File: src/rtl/parport_pkg.sv
package parport_pkg;
  localparam int unsigned BUS_W = 32;

  typedef enum logic [1:0] {
    PM_INPUT  = 2'd0,
    PM_OUTPUT = 2'd1,
    PM_BIDIR  = 2'd2
  } port_mode_e;

  typedef enum logic [1:0] {
    EK_RISE = 2'd0,
    EK_FALL = 2'd1,
    EK_ANY  = 2'd2
  } edge_kind_e;

  typedef enum logic [1:0] {
    RA_DATA = 2'd0,
    RA_DIR  = 2'd1,
    RA_MASK = 2'd2,
    RA_CAPT = 2'd3
  } reg_addr_e;
endpackage

File: src/rtl/parport_sync.sv
module parport_sync #(
  parameter int unsigned WIDTH  = 8,
  parameter int unsigned STAGES = 2
) (
  input  logic             clk,
  input  logic             rst_n,
  input  logic [WIDTH-1:0] async_in,
  output logic [WIDTH-1:0] sync_out
);
  logic [WIDTH-1:0] chain_q [STAGES];

  always_ff @(posedge clk or negedge rst_n) begin
    if (!rst_n) chain_q[0] <= '0;
    else        chain_q[0] <= async_in;
  end

  for (genvar s = 1; s < STAGES; s++) begin : g_stage
    always_ff @(posedge clk or negedge rst_n) begin
      if (!rst_n) chain_q[s] <= '0;
      else        chain_q[s] <= chain_q[s-1];
    end
  end

  assign sync_out = chain_q[STAGES-1];
endmodule

File: src/rtl/parport_capture.sv
module parport_capture
  import parport_pkg::*;
#(
  parameter int unsigned WIDTH     = 8,
  parameter edge_kind_e  EDGE      = EK_ANY,
  parameter bit          IRQ_LEVEL = 1'b0,
  parameter bit          HAS_IN    = 1'b1
) (
  input  logic             clk,
  input  logic             rst_n,
  input  logic [WIDTH-1:0] level,
  input  logic [WIDTH-1:0] clr,
  input  logic [WIDTH-1:0] mask,
  output logic [WIDTH-1:0] cap_q,
  output logic             irq
);
  logic [WIDTH-1:0] prev_q;
  logic [WIDTH-1:0] hit_raw;
  logic [WIDTH-1:0] hit;

  always_ff @(posedge clk or negedge rst_n) begin
    if (!rst_n) prev_q <= '0;
    else        prev_q <= level;
  end

  if (EDGE == EK_RISE) begin : g_rise
    assign hit_raw = level & ~prev_q;
  end else if (EDGE == EK_FALL) begin : g_fall
    assign hit_raw = ~level & prev_q;
  end else begin : g_any
    assign hit_raw = level ^ prev_q;
  end

  assign hit = HAS_IN ? hit_raw : '0;

  always_ff @(posedge clk or negedge rst_n) begin
    if (!rst_n) cap_q <= '0;
    else        cap_q <= (cap_q & ~clr) | hit;
  end

  if (IRQ_LEVEL) begin : g_irq_level
    assign irq = |(level & mask);
  end else begin : g_irq_edge
    assign irq = |(cap_q & mask);
  end


  sticky_hold_chk: assert property (@(posedge clk) disable iff (!rst_n)
    1'b1 |=> (($past(cap_q) & ~$past(clr) & ~cap_q) == '0));


  edge_wins_chk: assert property (@(posedge clk) disable iff (!rst_n)
    1'b1 |=> (($past(hit) & ~cap_q) == '0));
endmodule

File: src/rtl/parport_top.sv
module parport_top
  import parport_pkg::*;
#(
  parameter int unsigned WIDTH     = 8,
  parameter port_mode_e  MODE      = PM_BIDIR,
  parameter edge_kind_e  EDGE      = EK_ANY,
  parameter bit          IRQ_LEVEL = 1'b0
) (
  input  logic             clk,
  input  logic             rst_n,
  input  logic             bus_sel,
  input  logic             bus_wr,
  input  logic [1:0]       bus_addr,
  input  logic [31:0]      bus_wdata,
  output logic [31:0]      bus_rdata,
  input  logic [WIDTH-1:0] pins_in,
  output logic [WIDTH-1:0] pins_out,
  output logic [WIDTH-1:0] pins_oe,
  output logic             irq
);
  localparam bit HAS_IN   = (MODE != PM_OUTPUT);
  localparam bit HAS_OUT  = (MODE != PM_INPUT);
  localparam bit IS_BIDIR = (MODE == PM_BIDIR);

  logic [WIDTH-1:0] data_q, dir_q, mask_q, cap_q, level, clr;
  logic [BUS_W-1:0] rdata_q, rd_mux;
  reg_addr_e        addr;
  logic             wr_data, wr_dir, wr_mask, wr_capt, rd_req;

  assign addr    = reg_addr_e'(bus_addr);
  assign wr_data = bus_sel & bus_wr & (addr == RA_DATA) & HAS_OUT;
  assign wr_dir  = bus_sel & bus_wr & (addr == RA_DIR) & IS_BIDIR;
  assign wr_mask = bus_sel & bus_wr & (addr == RA_MASK) & HAS_IN;
  assign wr_capt = bus_sel & bus_wr & (addr == RA_CAPT);
  assign rd_req  = bus_sel & ~bus_wr;
  assign clr     = wr_capt ? bus_wdata[WIDTH-1:0] : '0;

  function automatic logic [BUS_W-1:0] widen(input logic [WIDTH-1:0] v);
    logic [BUS_W-1:0] r;
    r = '0;
    r[WIDTH-1:0] = v;
    return r;
  endfunction

  parport_sync #(.WIDTH(WIDTH), .STAGES(2)) u_sync (
    .clk(clk), .rst_n(rst_n), .async_in(pins_in), .sync_out(level)
  );

  parport_capture #(
    .WIDTH(WIDTH), .EDGE(EDGE), .IRQ_LEVEL(IRQ_LEVEL), .HAS_IN(HAS_IN)
  ) u_capture (
    .clk(clk), .rst_n(rst_n), .level(level), .clr(clr),
    .mask(mask_q), .cap_q(cap_q), .irq(irq)
  );

  always_ff @(posedge clk or negedge rst_n) begin
    if (!rst_n) begin
      data_q <= '0;
      dir_q  <= '0;
      mask_q <= '0;
    end else begin
      if (wr_data) data_q <= bus_wdata[WIDTH-1:0];
      if (wr_dir)  dir_q  <= bus_wdata[WIDTH-1:0];
      if (wr_mask) mask_q <= bus_wdata[WIDTH-1:0];
    end
  end

  always_comb begin
    unique case (addr)
      RA_DATA: rd_mux = HAS_IN   ? widen(level)  : '0;
      RA_DIR:  rd_mux = IS_BIDIR ? widen(dir_q)  : '0;
      RA_MASK: rd_mux = HAS_IN   ? widen(mask_q) : '0;
      default: rd_mux = HAS_IN   ? widen(cap_q)  : '0;
    endcase
  end

  always_ff @(posedge clk or negedge rst_n) begin
    if (!rst_n)      rdata_q <= '0;
    else if (rd_req) rdata_q <= rd_mux;
  end
  assign bus_rdata = rdata_q;

  if (MODE == PM_BIDIR) begin : g_oe_bidir
    assign pins_oe = dir_q;
  end else if (MODE == PM_OUTPUT) begin : g_oe_out
    assign pins_oe = '1;
  end else begin : g_oe_in
    assign pins_oe = '0;
  end

  assign pins_out = HAS_OUT ? data_q : '0;


  out_only_on_write_chk: assert property (@(posedge clk) disable iff (!rst_n)
    1'b1 |=> ((pins_out == $past(pins_out)) || $past(wr_data)));


  oe_only_on_write_chk: assert property (@(posedge clk) disable iff (!rst_n)
    1'b1 |=> ((pins_oe == $past(pins_oe)) || $past(wr_dir)));


  masked_quiet_chk: assert property (@(posedge clk) disable iff (!rst_n)
    (mask_q == '0) |-> !irq);
endmodule

File: config.mk
export PLATFORM = sky130hd
export DESIGN_NAME = parport_top
export DESIGN_NICKNAME = d
export VERILOG_FILES = /design/src/rtl/parport_pkg.sv /design/src/rtl/parport_sync.sv /design/src/rtl/parport_capture.sv /design/src/rtl/parport_top.sv
export SDC_FILE = /design/constraint.sdc
export NUM_CORES = 1
export LEC_CHECK = 0
export BUFFER_PORTS_ARGS = -buffer_cell sky130_fd_sc_hd__clkbuf_2
export CAP_MARGIN = 40
export CORE_MARGIN = 2
export CORE_UTILIZATION = 45
export CTS_BUF_LIST = sky130_fd_sc_hd__clkbuf_8
export CTS_CLUSTER_DIAMETER = 40
export CTS_CLUSTER_SIZE = 28
export DETAILED_ROUTE_END_ITERATION = 10
export GPL_ROUTABILITY_DRIVEN = 0
export GPL_TIMING_DRIVEN = 0
export PLACE_DENSITY_LB_ADDON = 0.15
export SETUP_SLACK_MARGIN = 0.02
export SKIP_CTS_REPAIR_TIMING = 1
export SYNTH_ARGS = -nofsm -noshare
export SYNTH_HDL_FRONTEND = slang
export SYNTH_SLANG_ARGS = --single-unit
File: constraint.sdc
create_clock -name clk -period 1.6 [get_ports clk]
set_input_delay 0.32 -clock clk [delete_from_list [all_inputs] [get_ports clk]]
set_output_delay 0.32 -clock clk [all_outputs]
set_load 0.05 [all_outputs]
# After elaboration in Yosys (flattened, before gate mapping)
# Index checks and enable logic that the tools add are counted.
totals:
  elab_cells: 27
  ff_bits: 88
  out_inout_bits: 49
  latchBits: 0
  in_bits: 46
  rom_bits: 0
  mem_bits_rw: 0
  mem_count: 0
classes:
  mux: 2
  shifts: 0
  n_reduce_logical: 2
  order_cmp: 0
  addsub: 0
  multipliers: 0
  bitwise: 12
  div: 0
  n_eq_ne: 3
ops:
  columns: ["cell", "n"]
  rows:
  - ["$pmux W8 S3", 1]
  - ["$and A8 B8 Y8", 2]
  - ["$mux W8", 1]
  - ["$not A8 Y8", 1]
  - ["$or A8 B8 Y8", 1]
  - ["$reduce_or A8 Y1", 1]
  - ["$xor A8 B8 Y8", 1]
  - ["$and A1 B1 Y1", 6]
  - ["$eq A2 B2 Y1 const B", 2]
  - ["$eq A2 B1 Y1 const B", 1]
  - ["$logic_not A2 Y1", 1]
  - ["$not A1 Y1", 1]

# Depth between registers and ports, before layout
depth:
  ltp_word: 6
  ltp_mapped: 4
  mapped_depth_nobuf: 2

# Hierarchy
# Synthesis repeated with hierarchy kept, for this count alone.
hier_totals:
  hier_cells: 183
  hier_area_um2: 2727.6
by_module_without_submodules:
  columns: ["mod", "seq_area_each_um2", "n_inst", "cells_per_inst", "area_each_um2"]
  rows:
  - ["parport_top", 800.8, 1, 114, 1690.4]
  - ["parport_capture", 400.4, 1, 45, 576.8]
  - ["parport_sync", 400.4, 1, 24, 460.4]

# Least setup slack after synthesis
# No wires, ideal clock.
synth_timing:
  path_type: "register -> register"
  startpoint: "register dir_q[7], in the netlist pins_oe[7]"
  endpoint: "register rdata_q[7], in the netlist bus_rdata[7]"
  path_stages_with_launch: 3
  slack_ps: 122
  arrival_time_ps: 1353
  t_required_ps: 1475
  cell_sequence: "dfrtp_1 > mux4_1 > mux2_2"
synth_between:
  elab_chain_len: 1
synth_lines:
  columns: ["element", "line", "text"]
  rows:
  - ["start, declared", "parport_top.sv:25", "logic [WIDTH-1:0] data_q, dir_q, mask_q, cap_q, level, clr;"]
  - ["start signal, assigned", "parport_top.sv:63", "if (wr_dir) dir_q <= bus_wdata[WIDTH-1:0];"]
  - ["$pmux W8 S3", "parport_top.sv:69", "unique case (addr)"]
  - ["end signal, assigned", "parport_top.sv:79", "else if (rd_req) rdata_q <= rd_mux;"]
  - ["end, declared", "parport_top.sv:26", "logic [BUS_W-1:0] rdata_q, rd_mux;"]
# No other way between the ends.
# A chain may end at the register's enable or synchronous reset.

# Worst setup path after layout
layout_timing:
  startpoint: "register u_capture.cap_q[7]"
  endpoint: "output port irq"
layout_between:
  elab_chain_len: 2
layout_lines:
  columns: ["element", "line", "text"]
  rows:
  - ["start, declared", "parport_capture.sv:14", "output logic [WIDTH-1:0] cap_q,"]
  - ["start signal, assigned", "parport_capture.sv:38", "else cap_q <= (cap_q & ~clr) | hit;"]
  - ["$and A8 B8 Y8", "parport_capture.sv:44", "assign irq = |(cap_q & mask);"]
  - ["$reduce_or A8 Y1", "parport_capture.sv:44", null]
  - ["end, declared", "parport_top.sv:19", "output logic irq"]
# No other way between the ends.

==> impl_results.md <==
* Chip Height at between 80 and 90 um
* H-tree Lvls at 3
* Post-Syn Area at about 2700 um2
* Minimum clock period at approximately 1.6 ns
* Grt ovf at 0
* Clock Tree Root: clkbuf_8
* Placed cell areas at approximately 3100 um2
* Antenna viol nets, final at 0
* Fmax at 628 MHz
* Row count at 28
* Most frequent cells in the layout: dfrtp_1 (64), clkbuf_2 (44), mux2_2 (26)
* First-pass DRT Iterations at 4
* Vias in the first global route at between 1500 and 2000
* Pwr dens at between 1000 and 1500 nW/um2
* Largest net degree at the start of global routing at 38
* First-pass GRT wire length at 7.72 mm
* Wire length per cell at 14.2 um
* Post-layout util at 57.1%
* Via count at between 1500 and 2000
* # clock sinks at 64
* Worst-Skew Late Latency at ~0.33 ns
* Clock Path Buffers at 2
* Synthesized flop and latch total at 64
* Core Area at around 6000 um2
* Initial Util at a little under half
* RSZ-0062 raised after global routing: yes
* Placed Cells at 321
* Psw at between 0.0015 and 0.002 W
* Post-synthesis sequential area ratio at 59.4%
* Period utilisation layout at about 99%
* Port buffer count at 46
* P_leak at around 1.6 nW
* Clk network pwr share at between 20% and 30%
* Die Area at 6630 um2
* Reg power frac at 44.6%
* Fin. max-slew vios at 0
* CP max FO at 4
* Area Overhead vs Synth at 23.9%
* # IOs at 95
* Hold WC Path Type: input port to flip-flop
* Critical setup path kind: flip-flop to output port
* DRT iter0 DRCs at 32
* Peak VDD IR at between 0.7 and 0.8 mV
* Initial antenna violation count at 0
* Fin worst setup slack at approximately 0.0080 ns
* CP Launch Type: flip-flop
* CP arrival at about 1.3 ns
* Final setup violation count at 0
* Endpoint class of the critical path: output port
* Internal power at roughly 0.0029 W
* Pre-CTS setup slack at roughly 0.037 ns
* Fin Clk Skew at 0.00415 ns
* Yosys warning total at 0
* Number of CTS-inserted buffers at 9
* Distinct cells, synth at 20
* Min Hold Slack at between 0.09 and 0.1 ns
* Max-cap viol count at 0
* Comb pwr share at 28.8%
* Most common cell after layout, fill and taps aside: dfrtp_1
* Proportion of layout cells with a drive suffix above 1 at between 50 and 60%
* Synthesized area per cell at ~15 um2
* Post-DP HPWL at ~3.4 mm
* # diodes at 0
* Die span in x at around 81 um
* GRT Resource Usage Total at 16.5%
* Final instance area at about 3300 um2
* Switching Share at a little over a third
* Req. time, crit path at 1.28 ns
* Synth Instances at around 180
* Final hold vios at 0
* DR vias/cell at 4.64
* Drt drc at 0
* Reg clk slew, reported paths at around 0.060 ns
* CTS tree: done
* Routed WL at approximately 4.8 mm
* Fin nets at ~310
* Status: finished, final reports clean
* Final non-filler cell total at between 300 and 400
[worst max-delay path: stages, from the launching register on]
cell and delay (ns):
dfrtp_1 0.42, a22oi_2 0.20, nand4_1 0.14, buf_6 0.18
[sequential cells by signal, indices dropped and copies added (netlist names)]
register,flops
bus_rdata,8
mask_q,8
pins_oe,8
pins_out,8
u_capture.cap_q,8
u_capture.prev_q,8
u_sync.chain_q,8
u_sync.sync_out,8
[layout make-up]
type                            instances  area [um2]
Clock inverter                          4        21.3
Buffer                                 29         216
Fill cell                             523        2510
Sequential cell                        64        1600
Timing Repair Buffer                   49         277
Inverter                                8        30.0
Clock buffer                           11         151
Multi-Input combinational cell         98         951
Tap cell                               75        93.8
[power by group through the flow]
stage                     logic, W  clock network [W]  registers (W)
final                      0.00128            0.00118        0.00199
after global routing       0.00136            0.00130        0.00202
after CTS                  0.00129            0.00123        0.00198
after detailed placement   0.00128                  0        0.00201
after global placement     0.00126                  0        0.00200
after floorplan           0.000496                  0        0.00249
[worst paths after layout]
check | startpoint | to | slack (ns) | cells past startpoint
setup / recovery | u_capture.cap_q[7] | irq | 0.008 | 3
hold / removal | pins_in[6] | u_sync.chain_q[14] | 0.09 | 1
setup reg to reg | u_capture.cap_q[7] | bus_rdata[7] | 0.29 | 2
hold reg to reg | u_sync.chain_q[12] | u_sync.sync_out[4] | 0.35 | 0
max in group asynchronous | rst_n | bus_rdata[0] | 0.60 | 3
min in group asynchronous | rst_n | bus_rdata[6] | 0.48 | 2
[synth_stat cells]
cell type,instances,share of area (%)
a22oi_1,4,1.1
and4_2,1,0.37
and4bb_2,1,0.46
buf_2,2,0.37
buf_4,24,6.7
buf_6,2,0.83
clkbuf_1,1,0.14
conb_1,1,0.14
dfrtp_1,64,59
inv_1,8,1.1
mux2_2,26,11
mux2_4,6,3.3
mux4_1,2,1.9
mux4_2,6,5.0
nand2b_1,8,1.9
nand4_1,1,0.23
nand4b_2,2,1.1
nor2b_1,1,0.23
o211ai_1,8,2.2
xnor2_1,8,2.6
[per-layer routing]
layer / vias up / track usage [%] / wire length (um)
met4: 0 / 5.59 / 51
met1: 780 / 21.6 / 2140
met5: - / 0 / 0
met3: 4 / 6.92 / 276
li1: 739 / - / -
met2: 47 / 24.9 / 2340
[through the flow]
step | setup TNS [ns] | power, W
final | 0 | 0.00445
after global routing | -0.0549 | 0.00467
after CTS | -0.152 | 0.00450
after detailed placement | 0 | 0.00330
after global placement | -11.56 | 0.00327
after floorplan | 0 | 0.00298
[cells by family after synthesis]
group,Yosys count,synth area share [%]
AOI/OAI and AO/OA,12,3.34
xor gates and xnor gates,8,2.60
buffers and inverters,37,9.14
DFF,64,59.4
muxes,40,21.2
other,1,0.139
and+or+nand+nor,14,4.27
Note: power is estimated with default switching activity, not from simulation.
